### src/rtl/pgr_pkg.sv
package pgr_pkg;
    typedef enum logic [1:0] {
        ST_CODE  = 2'd0,
        ST_IDLE  = 2'd1,
        ST_SHIFT = 2'd2,
        ST_HOLD  = 2'd3
    } pgr_state_e;
endpackage

### src/rtl/pgr_edge_sync.sv
module pgr_edge_sync #(
    parameter int STAGES = 2
) (
    input  logic clk,
    input  logic rst,
    input  logic pclk_i,
    input  logic pdat_i,
    output logic rise_o,
    output logic fall_o,
    output logic dat_o
);
    typedef struct packed {
        logic [STAGES-1:0] clk_sync;
        logic [STAGES-1:0] dat_sync;
        logic              clk_prev;
    } sync_t;

    sync_t r_d, r_q;

    always_comb begin
        r_d          = r_q;
        r_d.clk_sync = {r_q.clk_sync[STAGES-2:0], pclk_i};
        r_d.dat_sync = {r_q.dat_sync[STAGES-2:0], pdat_i};
        r_d.clk_prev = r_q.clk_sync[STAGES-1];
    end

    always_ff @(posedge clk) begin
        if (rst) r_q <= '0;
        else     r_q <= r_d;
    end

    assign rise_o = r_q.clk_sync[STAGES-1] & ~r_q.clk_prev;
    assign fall_o = ~r_q.clk_sync[STAGES-1] & r_q.clk_prev;
    assign dat_o  = r_q.dat_sync[STAGES-1];
endmodule

### src/rtl/pgr_core.sv
module pgr_core
    import pgr_pkg::*;
#(
    parameter int              CODE_W    = 4,
    parameter int              DATA_W    = 16,
    parameter int              IDLE_CYC  = 8,
    parameter logic [CODE_W-1:0] READ_CODE = 4'b0001
) (
    input  logic              clk,
    input  logic              rst,
    input  logic              rise_i,
    input  logic              fall_i,
    input  logic              dat_i,
    input  logic [DATA_W-1:0] vis_i,
    output logic              dout_o,
    output logic              oe_o
);
    localparam int MAX_A = (CODE_W > DATA_W) ? CODE_W : DATA_W;
    localparam int MAX_N = (MAX_A > IDLE_CYC) ? MAX_A : IDLE_CYC;
    localparam int CNT_W = $clog2(MAX_N + 1);
    localparam logic [CNT_W-1:0] CODE_LAST = CNT_W'(CODE_W - 1);
    localparam logic [CNT_W-1:0] IDLE_LAST = CNT_W'(IDLE_CYC - 1);
    localparam logic [CNT_W-1:0] DATA_LAST = CNT_W'(DATA_W - 1);

    typedef struct packed {
        pgr_state_e        state;
        logic [CNT_W-1:0]  cnt;
        logic [CODE_W-1:0] code;
        logic [DATA_W-1:0] shadow;
        logic              dout;
        logic              oe;
    } core_t;

    core_t r_d, r_q;
    logic [CODE_W-1:0] code_next;

    always_comb begin
        r_d       = r_q;
        code_next = {dat_i, r_q.code[CODE_W-1:1]};
        unique case (r_q.state)
            ST_CODE: begin
                if (rise_i) begin
                    r_d.code = code_next;
                    if (r_q.cnt == CODE_LAST) begin
                        r_d.cnt = '0;
                        if (code_next == READ_CODE) r_d.state = ST_IDLE;
                    end else begin
                        r_d.cnt = r_q.cnt + 1'b1;
                    end
                end
            end
            ST_IDLE: begin
                if (rise_i) begin
                    if (r_q.cnt == IDLE_LAST) begin
                        r_d.cnt   = '0;
                        r_d.state = ST_SHIFT;
                    end else begin
                        r_d.cnt = r_q.cnt + 1'b1;
                    end
                end
            end
            ST_SHIFT: begin
                if (fall_i) begin
                    if (!r_q.oe) begin
                        r_d.oe     = 1'b1;
                        r_d.dout   = vis_i[0];
                        r_d.shadow = vis_i >> 1;
                    end else begin
                        r_d.dout   = r_q.shadow[0];
                        r_d.shadow = r_q.shadow >> 1;
                    end
                end
                if (rise_i && r_q.oe) begin
                    if (r_q.cnt == DATA_LAST) begin
                        r_d.cnt   = '0;
                        r_d.state = ST_HOLD;
                    end else begin
                        r_d.cnt = r_q.cnt + 1'b1;
                    end
                end
            end
            ST_HOLD: begin
                if (rise_i) begin
                    r_d.oe    = 1'b0;
                    r_d.dout  = 1'b0;
                    r_d.state = ST_CODE;
                end
            end
            default: r_d = '0;
        endcase
    end

    always_ff @(posedge clk) begin
        if (rst) r_q <= '0;
        else     r_q <= r_d;
    end

    assign dout_o = r_q.dout;
    assign oe_o   = r_q.oe;
endmodule

### src/rtl/pgr_readout.sv
module pgr_readout #(
    parameter int CODE_W      = 4,
    parameter int DATA_W      = 16,
    parameter int IDLE_CYC    = 8,
    parameter int SYNC_STAGES = 2
) (
    input  logic              clk,
    input  logic              rst,
    input  logic              pclk_i,
    input  logic              pdat_i,
    input  logic [DATA_W-1:0] vis_i,
    output logic              pdat_o,
    output logic              pdat_oe_o
);
    localparam logic [CODE_W-1:0] READ_CODE = CODE_W'(1);

    logic rise_w;
    logic fall_w;
    logic dat_w;

    pgr_edge_sync #(
        .STAGES(SYNC_STAGES)
    ) i_sync (
        .clk    (clk),
        .rst    (rst),
        .pclk_i (pclk_i),
        .pdat_i (pdat_i),
        .rise_o (rise_w),
        .fall_o (fall_w),
        .dat_o  (dat_w)
    );

    pgr_core #(
        .CODE_W   (CODE_W),
        .DATA_W   (DATA_W),
        .IDLE_CYC (IDLE_CYC),
        .READ_CODE(READ_CODE)
    ) i_core (
        .clk    (clk),
        .rst    (rst),
        .rise_i (rise_w),
        .fall_i (fall_w),
        .dat_i  (dat_w),
        .vis_i  (vis_i),
        .dout_o (pdat_o),
        .oe_o   (pdat_oe_o)
    );
endmodule

### config.mk
export PLATFORM = sky130hd
export DESIGN_NAME = pgr_readout
export DESIGN_NICKNAME = d
export VERILOG_FILES = /design/src/rtl/pgr_pkg.sv /design/src/rtl/pgr_edge_sync.sv /design/src/rtl/pgr_core.sv /design/src/rtl/pgr_readout.sv
export SDC_FILE = /design/constraint.sdc
export NUM_CORES = 1
export LEC_CHECK = 0
export ABC_CLOCK_PERIOD_IN_PS = 2000
export BUFFER_PORTS_ARGS = -buffer_cell sky130_fd_sc_hd__buf_2
export CORE_ASPECT_RATIO = 0.8
export CORE_MARGIN = 4
export CORE_UTILIZATION = 50
export CTS_CLUSTER_DIAMETER = 100
export CTS_CLUSTER_SIZE = 28
export DETAILED_ROUTE_END_ITERATION = 6
export PLACE_DENSITY = 0.74
export SLEW_MARGIN = 20
export SYNTH_ARGS = -nofsm -noshare
export SYNTH_HDL_FRONTEND = slang
export SYNTH_HIERARCHICAL = 1
export SYNTH_SLANG_ARGS = --single-unit
### constraint.sdc
create_clock -name clk -period 2 [get_ports clk]
set_input_delay 0.4 -clock clk [delete_from_list [all_inputs] [get_ports clk]]
set_output_delay 0.4 -clock clk [all_outputs]
set_load 0.005 [all_outputs]
# Word level (Yosys, flattened, before mapping)
# Index checks and enable logic that the tools add are counted.
[op_classes]
n_reduce_logical = 9
n_addsub = 1
mux = 16
bitwise_logic = 4
n_eq_ne = 16
[op_table]
columns = ["op", "n"]
rows = [
  ["2-to-1 mux 16 bit", 1],
  ["!= test 2 x 1 -> 1 bit (second input constant)", 8],
  ["2-to-1 mux 5 bit", 3],
  ["one-hot mux 5 bit (3 select lines)", 1],
  ["2-to-1 mux 7 bit", 2],
  ["2-to-1 mux 2 bit", 6],
  ["2-to-1 mux 11 bit", 1],
  ["one-hot mux 2 bit (4 select lines)", 1],
  ["AND reduction 8 bit", 1],
  ["adder 5 x 1 -> 5 bit (second input constant)", 1],
  ["equality test 5 x 2 -> 1 bit (second input constant)", 1],
  ["equality test 5 x 3 -> 1 bit (second input constant)", 1],
  ["equality test 5 x 4 -> 1 bit (second input constant)", 1],
  ["equality test 2 bit (second input constant)", 2],
  ["equality test 4 x 1 -> 1 bit (second input constant)", 1],
  ["one-hot mux 2 bit (2 select lines)", 1],
  ["AND reduction 2 bit", 2],
  ["AND reduction 4 bit", 1],
  ["AND reduction 3 bit", 1],
  ["nonzero test 3 bit", 1],
  ["AND 1 bit", 2],
  ["equality test 2 x 1 -> 1 bit (second input constant)", 1],
  ["zero test 2 bit", 1],
  ["!= test 2 bit (second input constant)", 1],
  ["3 further kinds", 4],
]
[word_totals]
out_inout_bits = 2
elab_cells = 55
regBits = 33
input_bits = 20

# Longest topological paths before layout
# Gate-level depths: netlist of run 1.
[depth]
depth_word = 5
depth_mapped = 9
depth_no_buf = 9

# Hierarchy
# Netlist of run 1, hierarchy kept.
[by_module_without_submodules]
columns = ["module", "seq_area_each_um2", "area_per_inst_um2", "cells_each", "instances"]
rows = [
  ["pgr_core", 540.5, 1433.9, 166, 1],
  ["pgr_edge_sync", 100.1, 143.9, 12, 1],
]

# Least setup slack after synthesis of run 1
# OpenSTA, ideal clock, no wires.
[synth_path]
path_type = "register -> register"
startpoint = "register i_core/r_q[27] (netlist name)"
endpoint = "register i_core/r_q[25] (netlist name)"
n_path_buf = 1
arrival_ps = 1855
slack_ps = 71
path_stages_with_launch = 9
period_less_slack_ps = 1929
setup_ps = 74
required_time_ps = 1926
cell_sequence = "dfxtp_1 inv_1 ha_1 nor3_2 a21oi_1 or2_1 buf_6 or4_1 a31oi_1"
[synth_between]
elab_chain_len = 3
word_cells_on_any_way = 9
cone_classes = "eq/ne (5); mux (1); reduce/logical (3)"
[synth_lines]
columns = ["item", "line", "source"]
rows = [
  ["start, declared", "pgr_core.sv:34", "core_t r_d, r_q;"],
  ["start signal, assigned", "pgr_core.sv:95", "else r_q <= r_d;"],
  ["equality test 2 bit (tied with other cells)", "pgr_core.sv:40", "unique case (r_q.state)"],
  ["!= test 2 x 1 -> 1 bit (no line) / nonzero test 3 bit (equally long branches)", "-", ""],
  ["AND reduction 4 bit (no line)", "-", ""],
]
# Several ways; a longest one is shown, not always the timed one.
# A chain may end at the register's enable or synchronous reset.

# Worst setup path in the final report of run 1
# Ends and elaborated chain as after synthesis.

==> results of run 1 <==
[synth_stat cells, types with 3 or more instances]
master	n	share of area
inv_1	7	0.017
a211oi_1	17	0.081
nand2_1	13	0.031
a31oi_1	3	0.012
nor2_1	21	0.050
ha_1	9	0.071
clkbuf_1	8	0.019
dfxtp_1	32	0.41
mux2i_1	16	0.10
nand3_1	8	0.025
a21oi_1	9	0.029
nor2b_1	7	0.028
[per-layer routing]
| layer | vias up | share of wire | wire length, um |
|---|---|---|---|
| met4 | 0 | 0.0033 | 11 |
| li1 | 684 | - | - |
| met3 | 2 | 0.044 | 147 |
| met1 | 614 | 0.47 | 1580 |
| met2 | 33 | 0.48 | 1620 |
| met5 | - | 0 | 0 |
[critical path, stage by stage (launching register included)]
cell,delay (ps)
dfxtp_2,360
inv_1,100
ha_2,260
nor3_2,170
a21oi_1,70
or2_1,270
or4_1,470
a31oi_1,170
[report_power, final]
| part | total [mW] | switching, mW | internal, mW |
|---|---|---|---|
| sequential | 0.645 | 0.00341 | 0.641 |
| clock | 0.589 | 0.219 | 0.369 |
| combinational | 0.0754 | 0.0384 | 0.0370 |
| total | 1.31 | 0.261 | 1.05 |
[flip-flops by register name, indices dropped and copies added (netlist names)]
name and flops:
i_core/code_next 3, i_core/dout_o 1, i_core/oe_o 1, i_core/r_q 22, i_sync/dat_o 1, i_sync/r_d 3
i_sync/r_q 1
[final timing paths]
check                           cells past startpoint  slack, ps             end
worst max-delay path                                7         70  i_core/r_q[25]
worst min-delay path                                2        350   i_sync/r_d[4]
worst max register to register                      7         70  i_core/r_q[25]
worst min register to register                      1        450   i_sync/r_d[0]
[layout make-up]
cell class	instances	area, um2	share of cell area
multi-input combinational	128	912	0.474
sequential	32	651	0.338
clock buffer	6	72.6	0.0377
tap	38	47.5	0.0247
inverter	7	26.3	0.0137
timing repair buffer	31	180	0.0936
clock inverter	2	35.0	0.0182
[through the flow]
stage               std cells  cell area [um2]  hold slack [ps]
floorplan                 178             1580              414
global route              244             1920              343
finish                    244             1920              348
global placement          235             1750              418
detailed placement        235             1750              438
CTS                       243             1870              338
[cells in the final DEF, fill, tap and decap left out, types with 2 or more instances in the layout]
cell      synthesis  final
a21oi_1           9      8
nand3_1           8      7
inv_1             7      6
nor2_1           21     21
mux2i_1          16     16
nand3b_1          2      2
buf_4             0     10
ha_1              9      5
a211oi_1         17     17
or2_1             2      2
or4b_1            2      2
dfxtp_4           0      2
nand2_1          13     13
dfxtp_2           0      2
buf_2             2     21
a31oi_1           3      3
ha_2              0      3
clkbuf_8          0      5
o21ai_0           2      2
nor2b_1           7      7
dfxtp_1          32     28
[cell families after synthesis]
family,share of synthesized area
muxes,0.102
DFF,0.406
AOI/OAI and AO/OA,0.172
and+or+nand+nor,0.200
adders and majority gates,0.0714
buffers and inverters,0.0492
[what timing repair did]
action	4_1_cts	5_1_grt
hold buffers	0	0
endpoints found under the setup margin	1	5
pin swaps	0	3
resized for setup	4	13
setup buffers	0	1
==> results_dict.tcl, run 1 <==
set metrics [dict create \
    cts.htree.levels 2 \
    synth_enable_flop_cells 0 \
    fin_util 0.665 \
    ir_drop_uv 384 \
    first_global_vias 1292 \
    setup_violations 0 \
    cp_data_required_time_ps 2200 \
    die_h_um 58.2 \
    syn_area_per_cell_um2 8.86 \
    path_class "flop to flop" \
    viasPerCell 5.46 \
    cp_max_fo 6 \
    grtUsageMet2 0.277 \
    critical_path.startpoint "i_core/r_q[27]" \
    clk_pin_slew_ps 60 \
    dp_hpwl_um 2340 \
    synth.distinct_cells 34 \
    drt-pass1-iter-count 4 \
    grt_pass1_wl_um 5510 \
    drt_iter0_drc 49 \
    ys_seq_area_frac 0.406 \
    syn_area_um2 1580 \
    max-cap-violations 0 \
    clk_latency_ps 270 \
    core_um2 2890 \
    r2r_start "i_core/r_q[27]" \
    async_reset_ff_frac 0 \
    power_density_nw_per_um2 680 \
    antenna_found_initial 0 \
    area_growth_pct 22.0 \
    gr-usage-met3 0.0520 \
    cts_sinks 32 \
    die_area_um2 4120 \
    die_w_um 70.8 \
    io_pins 22 \
    cts_tree "built" \
    ys_ff_latch 32 \
    dp_slack_ps -84.5 \
    n_fill_cell 248 \
    rsz0062_at_grt "true" \
    clk_path_buf_depth 2 \
    fp-row-count 17 \
    initial_utilization 0.545 \
    finalHoldViolations 0 \
    cts-buffers-inserted 5 \
    grt_max_degree 33 \
    ys.flop_type "dfxtp_1" \
    end_kind "flop" \
    min-delay-start "pclk_i" \
    layout_setup_ws_ps 74.9 \
    grt_usage 0.169 \
    fin_crit_ps 1930 \
    drcViolationCount 0 \
    setup_tns_ps 0 \
    gp_congestion 0.919 \
    grt_use_met1 0.208 \
    drtAntennaViolNets 0 \
    root_buffer "clkbuf_8" \
    syn_inst 178 \
    ys_warn_count 6 \
    fmax_mhz 519 \
    port_buffers 21 \
    synthesis.nets 207 \
    power_leakage_nw 0.673 \
    drt_wl_total_um 3360 \
    worst_slew_pin_slew_ps 587 \
    hold_path_class "primary input to flop" \
    busiest_layer "met2" \
    overflow 0 \
    vias 1333 \
    drive_gt1_frac 0.252 \
    worstPathArrival_ps 2120 \
    nNetsFinal 234 \
    relSlewSlack 0.609 \
    finalClockSkew_ps 3.64 \
    status "finished, final reports clean" \
    period_share 0.963 \
    antenna_cells 0 \
    drv_slew 0 \
    wire_per_inst_um 13.8 \
    total_power_mw 1.31 \
    start_kind "flop" \
]
Power figures use the tool's default switching activity.
==> run 2, diff against run 1 <==
SETUP_SLACK_MARGIN = 0.1   (was unset)
==> results_dict.tcl, run 2 (synthesis results as in run 1) <==
set metrics [dict create \
    status "finished, final reports clean" \
    ir_drop_uv 655 \
    fin_area_um2 1970 \
    viasPerCell 5.52 \
    die_area_um2 4120 \
    root_buffer "clkbuf_8" \
    worst_slew_pin_slew_ps 641 \
    dp_hpwl_um 2240 \
    drt_wl_total_um 3320 \
    initial_utilization 0.545 \
    finalClockSkew_ps 3.81 \
    setup_tns_ps 0 \
    clk_pin_slew_ps 60 \
    crit_chain "ha_4, nand3_2, inv_1, ha_2, nand2b_4, a31o_4, or4_4, a31oi_2" \
    fp-row-count 17 \
    overflow 0 \
    finalHoldViolations 0 \
    wire_per_inst_um 13.7 \
    vias 1342 \
    critical_path.startpoint "i_core/r_q[23]" \
    regMostFlops "i_core/r_q" \
    antenna_found_initial 0 \
    nNetsFinal 234 \
    cts_sinks 32 \
    rsz0062_at_grt "true" \
    grt_usage 0.166 \
    clk_latency_ps 270 \
    critPathMaxStageDelay_ps 480 \
    mostFrequentLayoutCell "dfxtp_1" \
    grt_max_degree 33 \
    cp_max_fo 5 \
    power_leakage_nw 0.692 \
    relSlewSlack 0.569 \
    drt-pass1-iter-count 4 \
    die_h_um 58.2 \
    die_w_um 70.8 \
    io_pins 22 \
    dp_slack_ps -26.6 \
    end_kind "flop" \
    place_area_um2 1740 \
    fin_crit_ps 1880 \
    setup_violations 0 \
    cts.htree.levels 2 \
    largest_reg_flops 22 \
    drive_gt1_frac 0.278 \
    start_kind "flop" \
    cts-buffers-inserted 5 \
    min-delay-start "pclk_i" \
    first_global_vias 1236 \
    cp_data_required_time_ps 2200 \
    drv_slew 0 \
    drtAntennaViolNets 0 \
    drt_iter0_drc 54 \
    path_class "flop to flop" \
    period_share 0.942 \
    critical-path-slowest-cell "or4_4" \
    fmax_mhz 531 \
    clk_path_buf_depth 2 \
    hold_slack_ps 332 \
    fin_util 0.679 \
    worstPathArrival_ps 2090 \
    antenna_cells 0 \
    drcViolationCount 0 \
    hold_path_class "primary input to flop" \
    grt_pass1_wl_um 5420 \
    core_um2 2890 \
    power_density_nw_per_um2 627 \
    layout_setup_ws_ps 116 \
    port_buffers 21 \
    max-cap-violations 0 \
    r2r_start "i_core/r_q[23]" \
    gp_congestion 0.740 \
    area_growth_pct 24.6 \
    n_fill_cell 226 \
    layout_common_cells "dfxtp_1 (28), nor2_1 (21), buf_2 (21)" \
    cts_tree "built" \
]
[run 2: changes by cell type in the layout (fill, tap and decap cells not counted), sizes merged]
cell / before / now
bufinv: 1 / 0
clkbuf: 6 / 7
clkinv: 1 / 0
[run 2: timing repair]
item,CTS,global route
cloned,0,0
setup buffers,2,3
pin swaps,3,6
gates resized for setup,16,6
setup endpoints to repair,3,5
hold buffers,0,0
endpoints found under the hold margin,0,0
[run 2: metal layers]
layer  global-route usage  vias to the layer above  wire length, um
li1                     -                      695                -
met1                0.211                      613             1600
met2                0.272                       31             1560
met5                    0                        -                0
met3               0.0589                        3              155
met4               0.0349                        0               12
[run 2: power breakdown]
group	internal [mW]	switching, mW	total (mW)
logic	0.0369	0.0379	0.0748
registers	0.641	0.00335	0.645
clock network	0.306	0.208	0.514
[run 2: layout make-up]
cell class / instances / area (um2) / area share
Multi-Input combinational cell: 128 / 950 / 0.483
Sequential cell: 32 / 651 / 0.331
Timing Repair Buffer: 31 / 193 / 0.0980
Clock buffer: 7 / 96.3 / 0.0490
Tap cell: 38 / 47.5 / 0.0242
Inverter: 7 / 28.8 / 0.0146
[run 2: path summary, 6_finish.rpt]
path / to / slack, ps / cells past startpoint
hold reg to reg: i_sync/r_d[0] / 440 / 1
setup reg to reg: i_core/r_q[25] / 120 / 8
setup / recovery: i_core/r_q[25] / 120 / 8
hold / removal: i_sync/r_d[4] / 330 / 2
[run 2: critical path: cells and delay by family, from the launching register on]
family                   cells  cell delay (ps)
AND/OR/NAND/NOR              3              710
adder cells (fa/ha/maj)      2              340
buffers and inverters        1               50
flip-flops                   1              340
AO/OA/AOI/OAI                2              370
[run 2: stage by stage]
| step | total power [mW] | instances |
|---|---|---|
| floorplan | 0.704 | 178 |
| global placement | 0.729 | 231 |
| detailed placement | 0.731 | 231 |
| CTS | 1.25 | 240 |
| global route | 1.30 | 243 |
| finish | 1.23 | 243 |
